**src/rtl/tmr_pkg.sv**
```systemverilog
package tmr_pkg;
  typedef enum logic [1:0] {
    MODE_STOP = 2'b00,
    MODE_UP   = 2'b01,
    MODE_CONT = 2'b10,
    MODE_UPDN = 2'b11
  } tmr_mode_e;
endpackage

```
**src/rtl/tmr_prescale.sv**
```systemverilog
module tmr_prescale #(
  parameter int NSRC  = 4,
  parameter int DIV_W = 2,
  localparam int SEL_W = $clog2(NSRC),
  localparam int PRE_W = (1 << DIV_W) - 1
) (
  input  logic             clk_i,
  input  logic             rst_ni,
  input  logic [NSRC-1:0]  src_tick_i,
  input  logic [SEL_W-1:0] src_sel_i,
  input  logic [DIV_W-1:0] div_sel_i,
  input  logic             run_i,
  input  logic             clr_i,
  output logic             step_o
);
  logic [PRE_W-1:0] pre_q;
  logic [PRE_W-1:0] mask;
  logic             tick;

  assign tick = src_tick_i[src_sel_i];

  // thermometer mask: /2^k needs k low phase bits all ones
  for (genvar g = 0; g < PRE_W; g++) begin : g_mask
    assign mask[g] = (32'(div_sel_i) > g);
  end

  assign step_o = run_i && tick && !clr_i && ((pre_q & mask) == mask);

  always_ff @(posedge clk_i or negedge rst_ni) begin
    if (!rst_ni)            pre_q <= '0;
    else if (clr_i)         pre_q <= '0;
    else if (run_i && tick) pre_q <= pre_q + PRE_W'(1);
  end

  AST_PRE_CLEAR: assert property (@(posedge clk_i) disable iff (!rst_ni)
    clr_i |=> pre_q == '0);
  AST_PRE_FREEZE: assert property (@(posedge clk_i) disable iff (!rst_ni)
    (!run_i && !clr_i) |=> $stable(pre_q));
endmodule

```
**src/rtl/tmr_core.sv**
```systemverilog
module tmr_core
  import tmr_pkg::*;
#(
  parameter int CNT_W = 16
) (
  input  logic             clk_i,
  input  logic             rst_ni,
  input  tmr_mode_e        mode_i,
  input  logic             step_i,
  input  logic             clr_i,
  input  logic [CNT_W-1:0] period_i,
  output logic [CNT_W-1:0] count_o,
  output logic             down_o,
  output logic             wrap_o
);
  localparam logic [CNT_W-1:0] ONE = CNT_W'(1);
  localparam logic [CNT_W-1:0] MAX = '1;

  logic [CNT_W-1:0] cnt_q, cnt_d;
  logic             dir_q, dir_d;
  logic             wrap;

  always_comb begin
    cnt_d = cnt_q;
    dir_d = dir_q;
    wrap  = 1'b0;
    if (clr_i) begin
      cnt_d = '0;
      dir_d = 1'b0;
    end else if (step_i) begin
      unique case (mode_i)
        MODE_UP: begin
          dir_d = 1'b0;
          if (cnt_q == period_i || cnt_q == MAX) begin
            cnt_d = '0;
            wrap  = 1'b1;
          end else begin
            cnt_d = cnt_q + ONE;
          end
        end
        MODE_CONT: begin
          dir_d = 1'b0;
          cnt_d = cnt_q + ONE;
          wrap  = (cnt_q == MAX);
        end
        MODE_UPDN: begin
          if (!dir_q) begin
            if (cnt_q < period_i) begin
              cnt_d = cnt_q + ONE;
              dir_d = ((cnt_q + ONE) == period_i);
            end else if (cnt_q != '0) begin
              // period lowered under count: turn and descend
              cnt_d = cnt_q - ONE;
              dir_d = (cnt_q != ONE);
              wrap  = (cnt_q == ONE);
            end
          end else if (cnt_q <= ONE) begin
            cnt_d = '0;
            dir_d = 1'b0;
            wrap  = (cnt_q == ONE);
          end else begin
            cnt_d = cnt_q - ONE;
          end
        end
        default: ;
      endcase
    end
  end

  always_ff @(posedge clk_i or negedge rst_ni) begin
    if (!rst_ni) begin
      cnt_q <= '0;
      dir_q <= 1'b0;
    end else begin
      cnt_q <= cnt_d;
      dir_q <= dir_d;
    end
  end

  assign count_o = cnt_q;
  assign down_o  = dir_q;
  assign wrap_o  = wrap;

  AST_STOP_HOLD: assert property (@(posedge clk_i) disable iff (!rst_ni)
    (mode_i == MODE_STOP && !clr_i) |=> ($stable(cnt_q) && $stable(dir_q)));
  AST_CONT_INC: assert property (@(posedge clk_i) disable iff (!rst_ni)
    (mode_i == MODE_CONT && step_i && !clr_i) |=> cnt_q == CNT_W'($past(cnt_q) + ONE));
  AST_UP_RESTART: assert property (@(posedge clk_i) disable iff (!rst_ni)
    (mode_i == MODE_UP && step_i && !clr_i && cnt_q == period_i) |=> cnt_q == '0);
  AST_UD_FALL: assert property (@(posedge clk_i) disable iff (!rst_ni)
    (mode_i == MODE_UPDN && step_i && !clr_i && dir_q && cnt_q > ONE)
      |=> cnt_q == CNT_W'($past(cnt_q) - ONE));
  AST_CLR_ZERO: assert property (@(posedge clk_i) disable iff (!rst_ni)
    clr_i |=> (cnt_q == '0 && !dir_q));
endmodule

```
**src/rtl/tmr_ovf.sv**
```systemverilog
module tmr_ovf (
  input  logic clk_i,
  input  logic rst_ni,
  input  logic wrap_i,
  input  logic ack_i,
  output logic flag_o
);
  logic flag_q;

  always_ff @(posedge clk_i or negedge rst_ni) begin
    if (!rst_ni) flag_q <= 1'b0;
    else         flag_q <= wrap_i | (flag_q & ~ack_i);
  end

  assign flag_o = flag_q;

  AST_OVF_SET: assert property (@(posedge clk_i) disable iff (!rst_ni)
    wrap_i |=> flag_q);
  AST_OVF_KEEP: assert property (@(posedge clk_i) disable iff (!rst_ni)
    (flag_q && !ack_i) |=> flag_q);
endmodule

```
**src/rtl/tmr_counter.sv**
```systemverilog
module tmr_counter
  import tmr_pkg::*;
#(
  parameter int CNT_W = 16,
  parameter int NSRC  = 4,
  parameter int DIV_W = 2,
  localparam int SEL_W = $clog2(NSRC)
) (
  input  logic             clk_i,
  input  logic             rst_ni,
  input  logic [NSRC-1:0]  src_tick_i,
  input  logic [SEL_W-1:0] src_sel_i,
  input  logic [DIV_W-1:0] div_sel_i,
  input  logic [1:0]       mode_i,
  input  logic             clr_i,
  input  logic [CNT_W-1:0] period_i,
  input  logic             ovf_ie_i,
  input  logic             ovf_ack_i,
  output logic [CNT_W-1:0] count_o,
  output logic             cnt_down_o,
  output logic             ovf_flag_o,
  output logic             irq_o
);
  tmr_mode_e mode;
  logic      step;
  logic      wrap;
  logic      flag;

  assign mode = tmr_mode_e'(mode_i);

  tmr_prescale #(.NSRC(NSRC), .DIV_W(DIV_W)) u_pre (
    .clk_i      (clk_i),
    .rst_ni     (rst_ni),
    .src_tick_i (src_tick_i),
    .src_sel_i  (src_sel_i),
    .div_sel_i  (div_sel_i),
    .run_i      (mode != MODE_STOP),
    .clr_i      (clr_i),
    .step_o     (step)
  );

  tmr_core #(.CNT_W(CNT_W)) u_core (
    .clk_i    (clk_i),
    .rst_ni   (rst_ni),
    .mode_i   (mode),
    .step_i   (step),
    .clr_i    (clr_i),
    .period_i (period_i),
    .count_o  (count_o),
    .down_o   (cnt_down_o),
    .wrap_o   (wrap)
  );

  tmr_ovf u_ovf (
    .clk_i  (clk_i),
    .rst_ni (rst_ni),
    .wrap_i (wrap),
    .ack_i  (ovf_ack_i),
    .flag_o (flag)
  );

  assign ovf_flag_o = flag;
  assign irq_o      = flag & ovf_ie_i;

  AST_IRQ_GATE: assert property (@(posedge clk_i) disable iff (!rst_ni)
    !ovf_ie_i |-> !irq_o);
endmodule

```
**config.mk**
```make
export PLATFORM = sky130hd
export DESIGN_NAME = tmr_counter
export DESIGN_NICKNAME = d
export VERILOG_FILES = /design/src/rtl/tmr_pkg.sv /design/src/rtl/tmr_prescale.sv /design/src/rtl/tmr_core.sv /design/src/rtl/tmr_ovf.sv /design/src/rtl/tmr_counter.sv
export SDC_FILE = /design/constraint.sdc
export NUM_CORES = 1
export LEC_CHECK = 0
export ABC_CLOCK_PERIOD_IN_PS = 2550
export CAP_MARGIN = 15
export CORE_ASPECT_RATIO = 0.5
export CORE_MARGIN = 2
export CORE_UTILIZATION = 59
export DETAILED_ROUTE_END_ITERATION = 8
export DONT_BUFFER_PORTS = 1
export PLACE_DENSITY = 0.81
export SLEW_MARGIN = 20
export SYNTH_ARGS = -nofsm -noshare
export SYNTH_HDL_FRONTEND = slang
export SYNTH_SLANG_ARGS = --single-unit
```
**constraint.sdc**
```tcl
create_clock -name clk_i -period 2.55 [get_ports clk_i]
set_clock_uncertainty 0.1 [all_clocks]
set_input_delay 0.51 -clock clk_i [delete_from_list [all_inputs] [get_ports clk_i]]
set_output_delay 0.51 -clock clk_i [all_outputs]
set_load 0.01 [all_outputs]
```
==> results of run 1 <==
cells by family after synthesis:
logic type | after synthesis
AOI/OAI and AO/OA | 97
muxes | 6
xor gates and xnor gates | 36
buffers and inverters | 52
DFF | 21
adders and majority gates | 26
and+or+nand+nor | 125
timing repair:
| action | 4_1_cts | 5_1_grt |
|---|---|---|
| gates cloned | 0 | 1 |
| pin swaps | 10 | 12 |
| setup buffers | 2 | 3 |
| gates resized for setup | 16 | 46 |
| endpoints found under the setup margin | 17 | 18 |
| endpoints found under the hold margin | 21 | 0 |
| hold buffers | 2 | 0 |
per-stage QoR:
stage	cell area, µm²	utilization	std cells
after floorplan	2910	-	363
after global placement	3477	0.7711	485
after detailed placement	3477	0.7711	485
after CTS	3646	0.8085	493
after global routing	3915	0.8682	496
final	3918	0.8688	497
routing by layer:
layer	GRT usage	vias up	part of all wire
met2	0.6184	303	0.42
met1	0.5256	1561	0.38
li1	-	1465	-
met3	0.1361	63	0.16
met5	0	-	0
met4	0.08000	0	0.040
cell usage after synthesis, drive strengths merged, types with 3 or more instances:
cell / n
nor2: 34
inv: 30
ha: 26
xnor2: 24
nand2: 23
dfrtp: 21
o21ai: 20
a21oi: 16
clkbuf: 12
nand3: 12
xor2: 12
buf: 10
nor3: 10
nand4: 9
nor4: 8
a211oi: 6
a31oi: 6
nand2b: 6
o22ai: 6
a22o: 5
mux2i: 5
a41oi: 4
and3: 4
and2: 3
and4: 3
o21ba: 3
o221ai: 3
o31a: 3
o31ai: 3
o32a: 3
or2: 3
or3: 3
or4: 3
power by group through the flow:
stage / clock network, mW / registers [mW] / logic (mW)
global placement: 0 / 0.348 / 0.171
detailed placement: 0 / 0.349 / 0.178
finish: 0.245 / 0.342 / 0.227
global route: 0.257 / 0.343 / 0.243
CTS: 0.236 / 0.342 / 0.199
floorplan: 0 / 0.349 / 0.116
final cells by class:
class | instances | area share
Timing Repair Buffer | 85 | 0.1747
Multi-Input combinational cell | 290 | 0.6289
Antenna cell | 1 | 0.0006388
Clock buffer | 4 | 0.01150
Tap cell | 66 | 0.02108
Sequential cell | 21 | 0.1345
Inverter | 30 | 0.02874
sequential cells by signal (all words and copies together), names as in the netlist:
signal and flops:
u_ovf.flag_o 1, u_pre.pre_q 3, u_core.count_o 16, u_core.down_o 1
critical path, stage by stage (launching register included):
cell and delay [ps]:
dfrtp_1 420, ha_4 280, nand4_1 150, buf_4 200, nor3_4 250, nand4_1 280, a311oi_2 430, nor3_4 120
and3_1 170, a221o_1 310
worst min-delay path by stage:
stage / startpoint / endpoint / slack (ps) / cells after the start
global route: clr_i / u_pre.pre_q[1]$_DFFE_PN0P_ / 190 / 1
finish: clr_i / u_pre.pre_q[1]$_DFFE_PN0P_ / 200 / 1
CTS: clr_i / u_pre.pre_q[1]$_DFFE_PN0P_ / 200 / 1
global placement: rst_ni / u_pre.pre_q[2]$_DFFE_PN0P_ / 120 / 0
detailed placement: rst_ni / u_pre.pre_q[1]$_DFFE_PN0P_ / 120 / 0
floorplan: rst_ni / u_core.count_o[0]$_DFFE_PN0P_ / 110 / 0
==> reports/qor.yml, run 1 <==
run_status:
  status: "finished with violations"
  violations: "setup timing"
power:
  power.share.sequential: 0.420
  power_switching_mw: 0.2646
  vdd_drop_max_uv: 203.3
  p_total_mw: 0.8146
  pwr-share-clk: 0.301
  power.density_nw_per_um2: 207.9
  p_leak_nw: 1.725
  intPower_mw: 0.5501
  swShare: 0.3248
  combPwrFrac: 0.279
sta:
  fmax_mhz: 355.5
  finalHoldViolations: 0
  fin_setup_tns_ps: -2710
  min_period_ps: 2813
  maxSlewViolCount: 0
  whs_ps: 200.0
  rsz0062_at_grt: "true"
  tightest_slew_ps: 544.0
  setup_viol: 16
  setup_ws_ps: -263.1
  relSlewSlack: 0.6373
  fin_crit_sh: 1.103
global_routing:
  track_usage: 0.3930
  grt_max_degree: 22
  grt_pass1_vias: 3085
  overflow: 0
  grt_antenna_before_repair: 0
  grt_pass1_wl_um: 15790
synthesis:
  ys_seq_elements: 21
  synth-simple-area-share: 0.2376
  yosysSeqAreaShare: 0.1858
  synth_top_family_by_area: "compound AO/OA/AOI/OAI gates"
  synthDistinctLibCells: 62
  synthXorXnorAreaFrac: 0.1115
  synthMuxAreaShare: 0.02566
  synth_edf_count: 0
  syn_inst: 363
  syn_avg_cell_area_um2: 7.790
  yosys.area.top_type: "dfrtp_1"
  synthesis.area_um2: 2828
  yosys.area.top_type_share: 0.1858
  synth_flop_cell: "dfrtp_1"
  synth-compound-area-share: 0.2487
  ys_warn_count: 0
  async_flop_share: 1.000
  synthAdderAreaFrac: 0.1150
  syn_nets: 420
  synth.area.top_cells: "dfrtp_1 19%, ha_1 12%, xnor2_1 7.4%"
floorplanning:
  die-area_um2: 5396
  io_pins: 50
  die_w_um: 101.9
  die_h_um: 52.96
  start_util: 0.6271
  coreArea_um2: 4509
  rows: 17
clock_network:
  cts_root_buf: "clkbuf_8"
  clock_latency_ps: 270
  cts_buffers: 3
  clk_pin_slew_ps: 100
  clk_path_buf_depth: 2
  cts_max_level: 1
  cts_tree: "done"
  cts_sinks: 21
setup_path:
  startpoint_type: "flop"
  worstPathMaxFanout: 5
  worstSetupStartpoint: "u_core.count_o[13]$_DFFE_PN0P_"
  r2r_end: "u_core.count_o[2]$_DFFE_PN0P_"
  arrival_ps: 2880
  setup.worst_path.end: "u_core.count_o[2]$_DFFE_PN0P_"
  setup.worst_path.end_class: "flop"
  r2r_slack_ps: -260
  critical_path_class: "flop to flop"
  regToRegStartpoint: "u_core.count_o[13]$_DFFE_PN0P_"
  ff2ff_path_depth: 9
  critPathRequiredTime_ps: 2610
routing:
  num_vias: 3392
  dr.pass1.iters: 5
  vias_per_cell: 6.825
  wl_per_cell_um: 22.19
  drc: 0
  final_antenna_net_count: 0
  drtIter0Drc: 378
  wl_um: 11030
cells_and_area:
  fin_nets: 488
  nFillCells: 264
  final_common_cell: "buf_4"
  drive_gt1_frac: 0.3581
  seq_area_um2: 526.8
  multi_input_area_um2: 2464
  area_growth_pct: 38.54
  final_cell_mix: "77 x buf_4, 31 x nor2_1, 30 x inv_1"
placement:
  place_ws_ps: -702.7
  place.port_buffers: 0
  place_congestion: 1.023
  hpwlAfterDp_um: 7749
min_path:
  hp-class: "input port to flop"
run:
  drv_cap: 0
Power figures use the tool's default switching activity.
==> inputs of run 2 (changes only) <==
--- a/config.mk
+++ b/config.mk
@@ -5,15 +5,17 @@
 export SDC_FILE = /design/constraint.sdc
 export NUM_CORES = 1
 export LEC_CHECK = 0
-export ABC_CLOCK_PERIOD_IN_PS = 2550
+export ABC_AREA = 0
+export ABC_CLOCK_PERIOD_IN_PS = 3100
 export CAP_MARGIN = 15
 export CORE_ASPECT_RATIO = 0.5
 export CORE_MARGIN = 2
-export CORE_UTILIZATION = 59
+export CORE_UTILIZATION = 65
 export DETAILED_ROUTE_END_ITERATION = 8
 export DONT_BUFFER_PORTS = 1
-export PLACE_DENSITY = 0.81
+export PLACE_DENSITY = 0.84
 export SLEW_MARGIN = 20
 export SYNTH_ARGS = -nofsm -noshare
 export SYNTH_HDL_FRONTEND = slang
+export SYNTH_HIERARCHICAL = 1
 export SYNTH_SLANG_ARGS = --single-unit
==> constraint.sdc (replaced) <==
create_clock -name clk_i -period 3.1 [get_ports clk_i]
set_clock_uncertainty 0.1 [all_clocks]
set_input_delay 0.62 -clock clk_i [delete_from_list [all_inputs] [get_ports clk_i]]
set_output_delay 0.62 -clock clk_i [all_outputs]
set_load 0.01 [all_outputs]
==> run 2 against run 1 <==
The flow now finishes without violations. Synthesized cell count rose by 8.3%. Flip-flop and latch count unchanged. Die area decreased by 1.1%. Utilization is 7.9 points lower. Setup slack better by 340 ps. Cell count is 1.4% lower. Sequential share of layout area increased by 1.5 points.
==> reports/qor.yml, run 2 <==
synthesis:
  synthDistinctLibCells: 77
  syn_avg_cell_area_um2: 7.832
  syn_inst: 393
  synth_flop_cell: "dfrtp_1"
  yosys.area.top_type_share: 0.1707
  yosysSeqAreaShare: 0.1707
  ys_warn_count: 6
  synthesis.area_um2: 3078
  syn_nets: 449
  yosys.area.top_type: "dfrtp_1"
  ys_seq_elements: 21
  synth_edf_count: 0
  synth_common_cells: "37 x nor2_1, 33 x nand2_1, 30 x inv_1"
  synth_most_common_cell: "nor2_1"
  async_flop_share: 1.000
  synth.area.top_cells: "dfrtp_1 17%, ha_1 10%, xnor2_1 4.8%"
cells_and_area:
  drive_gt1_frac: 0.2176
  final_common_cell: "buf_4"
  final_util: 0.7899
  largest_reg_flops: 16
  nFillCells: 327
  fin_nets: 489
  final_cell_mix: "58 x buf_4, 36 x nor2_1, 33 x nand2_1"
  area_growth_pct: 14.63
sta:
  fin_crit_sh: 0.9753
  relSlewSlack: 0.6086
  fmax_mhz: 330.7
  fin_setup_tns_ps: 0
  min_period_ps: 3024
  tightest_slew_ps: 581.7
  whs_ps: 232.6
  maxSlewViolCount: 0
  setup_viol: 0
  finalHoldViolations: 0
clock_network:
  cts_buffers: 3
  clock_latency_ps: 270
  cts_root_buf: "clkbuf_8"
  clk_pin_slew_ps: 90
  clk_path_buf_depth: 2
  cts_max_level: 1
  cts_tree: "done"
  cts_sinks: 21
floorplanning:
  die_w_um: 101.3
  start_util: 0.6891
  coreArea_um2: 4467
  die-area_um2: 5335
  io_pins: 50
  rows: 17
  die_h_um: 52.66
setup_path:
  arrival_ps: 3080
  critical_path_class: "flop to flop"
  setup.worst_path.end_class: "flop"
  startpoint_type: "flop"
  slowest_delay_ps: 410
  cp_common_cell: "buf_4"
  crit_path_cell_trace: "ha_1 > and3_4 > a221o_1 > a31oi_2 > buf_4 > nand3_2 > a311oi_4 > nor2b_4 > buf_4 > a21oi_1 > o32ai_1"
  critPathRequiredTime_ps: 3160
  worstPathMaxFanout: 5
  slowest_stage: "dfrtp_1"
routing:
  vias_per_cell: 6.924
  wl_per_cell_um: 21.09
  drtIter0Drc: 452
  drc: 0
  dr.pass1.iters: 7
  wl_um: 10340
  num_vias: 3393
  final_antenna_net_count: 0
placement:
  hpwlAfterDp_um: 8184
  place.port_buffers: 0
  place_congestion: 1.133
global_routing:
  grt_pass1_vias: 3076
  grt_max_degree: 22
  track_usage: 0.3909
  overflow: 0
  grt_pass1_wl_um: 15530
  grt_antenna_before_repair: 1
power:
  power.density_nw_per_um2: 176.0
  p_leak_nw: 1.684
  vdd_drop_max_uv: 158.5
  p_total_mw: 0.6210
run:
  drv_cap: 0
run_status:
  status: "completed"
min_path:
  hp-class: "input port to asynchronous set/reset pin"
## run 2: cell types whose count changed in the layout (fill, tap and decap cells not counted), moves of 4 or more
cell     change
ha_4         -5
buf_6        -5
ha_1         +5
a21oi_2      -4
o21ai_2      -4
nand2_1     +13
nor2_1       +5
buf_4       -19
and3_1       +5
a21oi_1     +12
o21ai_0      +4
## run 2: final cells by class
class                      count  area, µm²  area share
timing repair buffer          60      460.4      0.1305
tap                           57      71.32     0.02021
clock buffer                   4      45.04     0.01277
multi-input combinational    317       2310      0.6546
sequential                    21      526.8      0.1493
antenna                        1      2.502   0.0007092
inverter                      30      112.6     0.03191
## run 2: final timing paths
path                                                start                            end  slack [ps]  depth (start not counted)
max                        u_core/count_o[15]$_DFFE_PN0P_  u_core/count_o[5]$_DFFE_PN0P_          80                         11
min                                                rst_ni  u_core/count_o[6]$_DFFE_PN0P_         230                          1
max reg2reg                u_core/count_o[15]$_DFFE_PN0P_  u_core/count_o[5]$_DFFE_PN0P_          80                         11
min reg2reg                        u_ovf/flag_o$_DFF_PN0_         u_ovf/flag_o$_DFF_PN0_         470                          1
max in group asynchronous                          rst_ni  u_core/count_o[0]$_DFFE_PN0P_        2260                          1
min in group clk_i                                  clr_i      u_core/down_o$_DFFE_PN0P_         410                          2
## run 2: critical path: cells and delay by family (launching register included)
kind	cells	cell delay [ps]
fa+ha+maj	1	310
flops	1	410
compound gates	5	1140
buf+inv	2	290
simple gates	3	640
## run 2: what timing repair did
action / in CTS / in global routing
hold buffers: 1 / 0
hold endpoints to repair: 21 / 0
endpoints found under the setup margin: 0 / 13
gates resized for setup: 0 / 3
setup buffers: 0 / 0
## run 2: where the power goes
group	switching, mW	total [mW]	leakage (nW)	internal (mW)
Combinational	0.0831	0.143	1.37	0.0598
Sequential	0.00373	0.281	0.291	0.277
Clock	0.105	0.198	0.0228	0.0921
Total	0.192	0.621	1.68	0.429
## run 2: kinds of logic after synthesis
logic type / Yosys count / share of synthesized area
simple gates: 146 / 0.2663
buf+inv: 55 / 0.08008
mux: 7 / 0.02480
fa+ha+maj: 25 / 0.1016
xor+xnor: 27 / 0.07927
flops: 21 / 0.1707
compound gates: 112 / 0.2772
## run 2: per-stage QoR
step                instances  setup WS [ps]  area [µm²]
floorplan                 393          229.4        3078
global placement          484         -14.67        3471
detailed placement        484         -76.89        3471
CTS                       489          40.06        3526
global route              489        -0.8011        3526
finish                    490          76.43        3528
## run 2: metal layers
layer  vias up  routed length [µm]  global-route usage
li1       1519                   -                   -
met1      1559                4238              0.5253
met2       280                4305              0.6214
met3        33                1568              0.1187
met4         2                 188             0.06982
met5         -                  35             0.06593
==> inputs of run 3 (changes only) <==
--- a/config.mk
+++ b/config.mk
@@ -14,6 +14,7 @@
 export DETAILED_ROUTE_END_ITERATION = 8
 export DONT_BUFFER_PORTS = 1
 export PLACE_DENSITY = 0.84
+export RECOVER_POWER = 50
 export SLEW_MARGIN = 20
 export SYNTH_ARGS = -nofsm -noshare
 export SYNTH_HDL_FRONTEND = slang
==> run 3 against run 2 <==
Cell count down 0.20%. Utilization down 0.17 points. Flip-flop and latch count unchanged. Clock power hardly changed. Sequential power is essentially flat. Count of clock-buffer cells in the layout is the same. Highest routed layer unchanged. Combinational power is essentially flat. Critical path type unchanged. First-iteration DRC count is 0.88% lower. Register-to-register slack is essentially flat.
==> reports/qor.yml, run 3 (same netlist as run 2, synthesis figures left out) <==
floorplanning:
  start_util: 0.6891
  coreArea_um2: 4467
  io_pins: 50
  die-area_um2: 5335
  die_h_um: 52.66
  rows: 17
  die_w_um: 101.3
global_routing:
  grt_antenna_before_repair: 1
  track_usage: 0.3909
  grt_pass1_wl_um: 15530
  overflow: 0
  grt_max_degree: 22
  grt_pass1_vias: 3076
cells_and_area:
  final_cell_mix: "58 x buf_4, 36 x nor2_1, 33 x nand2_1"
  largest_reg_flops: 16
  nFillCells: 330
  final_common_cell: "buf_4"
  fin_nets: 489
  drive_gt1_frac: 0.2130
  diodes: 0
  area_growth_pct: 14.39
  final_area_um2: 3521
power:
  power.density_nw_per_um2: 175.7
  vdd_drop_max_uv: 158.7
  p_total_mw: 0.6185
  p_leak_nw: 1.678
routing:
  wl_um: 10400
  dr.pass1.iters: 6
  drtIter0Drc: 448
  drc: 0
  final_antenna_net_count: 0
  num_vias: 3382
  vias_per_cell: 6.916
  wl_per_cell_um: 21.26
sta:
  whs_ps: 412.4
  finalHoldViolations: 0
  min_period_ps: 3016
  maxSlewViolCount: 0
  relSlewSlack: 0.07006
  fin_crit_sh: 0.9731
  fmax_mhz: 331.5
  setup_viol: 0
  tightest_slew_ps: 1395
placement:
  place_congestion: 1.133
  place.port_buffers: 0
  hpwlAfterDp_um: 8184
  post_dp_cell_area_um2: 3471
clock_network:
  clock_latency_ps: 270
  cts_buffers: 3
  postCtsSetupBuffers: 0
  clk_path_buf_depth: 2
  cts_max_level: 1
  cts_sinks: 21
  cts_tree: "done"
  clk_pin_slew_ps: 90
  cts_root_buf: "clkbuf_8"
setup_path:
  worstPathMaxFanout: 6
  critical_path_class: "flop to flop"
  arrival_ps: 3130
  setup.worst_path.end_class: "flop"
  critPathRequiredTime_ps: 3220
  startpoint_type: "flop"
run:
  drv_cap: 0
run_status:
  status: "completed"
min_path:
  hp-class: "input port to flop"
==> run 3: changes by cell type in the layout (fill, tap and decap cells not counted), sizes merged <==
cell and change:
diode -1, clkbuf +1, buf -1
==> run 3: path summary, 6_finish.rpt <==
check | slack [ps] | cells past startpoint | start | to
setup / recovery | 80 | 11 | u_core/count_o[15]$_DFFE_PN0P_ | u_core/count_o[15]$_DFFE_PN0P_
hold / removal | 410 | 2 | clr_i | u_core/down_o$_DFFE_PN0P_
setup reg to reg | 80 | 11 | u_core/count_o[15]$_DFFE_PN0P_ | u_core/count_o[15]$_DFFE_PN0P_
hold reg to reg | 470 | 1 | u_ovf/flag_o$_DFF_PN0_ | u_ovf/flag_o$_DFF_PN0_
max in group asynchronous | 1440 | 1 | rst_ni | u_core/count_o[0]$_DFFE_PN0P_
min in group asynchronous | 550 | 1 | rst_ni | u_core/count_o[6]$_DFFE_PN0P_
==> run 3: what timing repair did <==
| item | 4_1_cts | 5_1_grt |
|---|---|---|
| hold endpoints to repair | 21 | 0 |
| gates resized for setup | 0 | 3 |
| hold buffers | 1 | 0 |
| setup endpoints to repair | 0 | 13 |
==> run 3: critical path, cell delays in order (launching register included) <==
cell      delay, ps
dfrtp_1         410
ha_1            310
and3_4          190
a221o_1         360
a31oi_2         180
buf_4           140
nand3_2         140
a311oi_4        380
nor2b_4         320
buf_12          150
a31o_2          150
a22o_2          130
==> run 3: area by class of cell <==
type,instances,area (µm²),share of cell area
multi-input cells,317,2306,0.6549
flip-flops and latches,21,526.8,0.1496
repair buffers,60,459.2,0.1304
inverters,30,112.6,0.03198
well taps,57,71.32,0.02026
clock buffers,4,45.04,0.01279
==> run 3: layer usage <==
layer	vias up	part of all wire	global-route usage
met5	-	0.0034	0.06593
met4	2	0.016	0.06982
met3	29	0.15	0.1187
met2	273	0.43	0.6214
met1	1563	0.40	0.5253
li1	1515	-	-
==> run 3: power by group <==
group	leakage, nW	internal (mW)	total [mW]	switching, mW
Combinational	1.36	0.0581	0.141	0.0829
Sequential	0.291	0.277	0.281	0.00373
Clock	0.0228	0.0921	0.197	0.105
Total	1.68	0.427	0.619	0.191
==> run 3: stage by stage <==
step                        util  TNS (ps)  setup WS (ps)  instances
after floorplan                -         0          229.4        393
after global placement    0.7770    -33.76         -14.67        484
after detailed placement  0.7770    -562.4         -76.89        484
after CTS                 0.7894         0          40.06        489
after global routing      0.7882   -0.8011        -0.8011        489
final                     0.7882         0          83.53        489
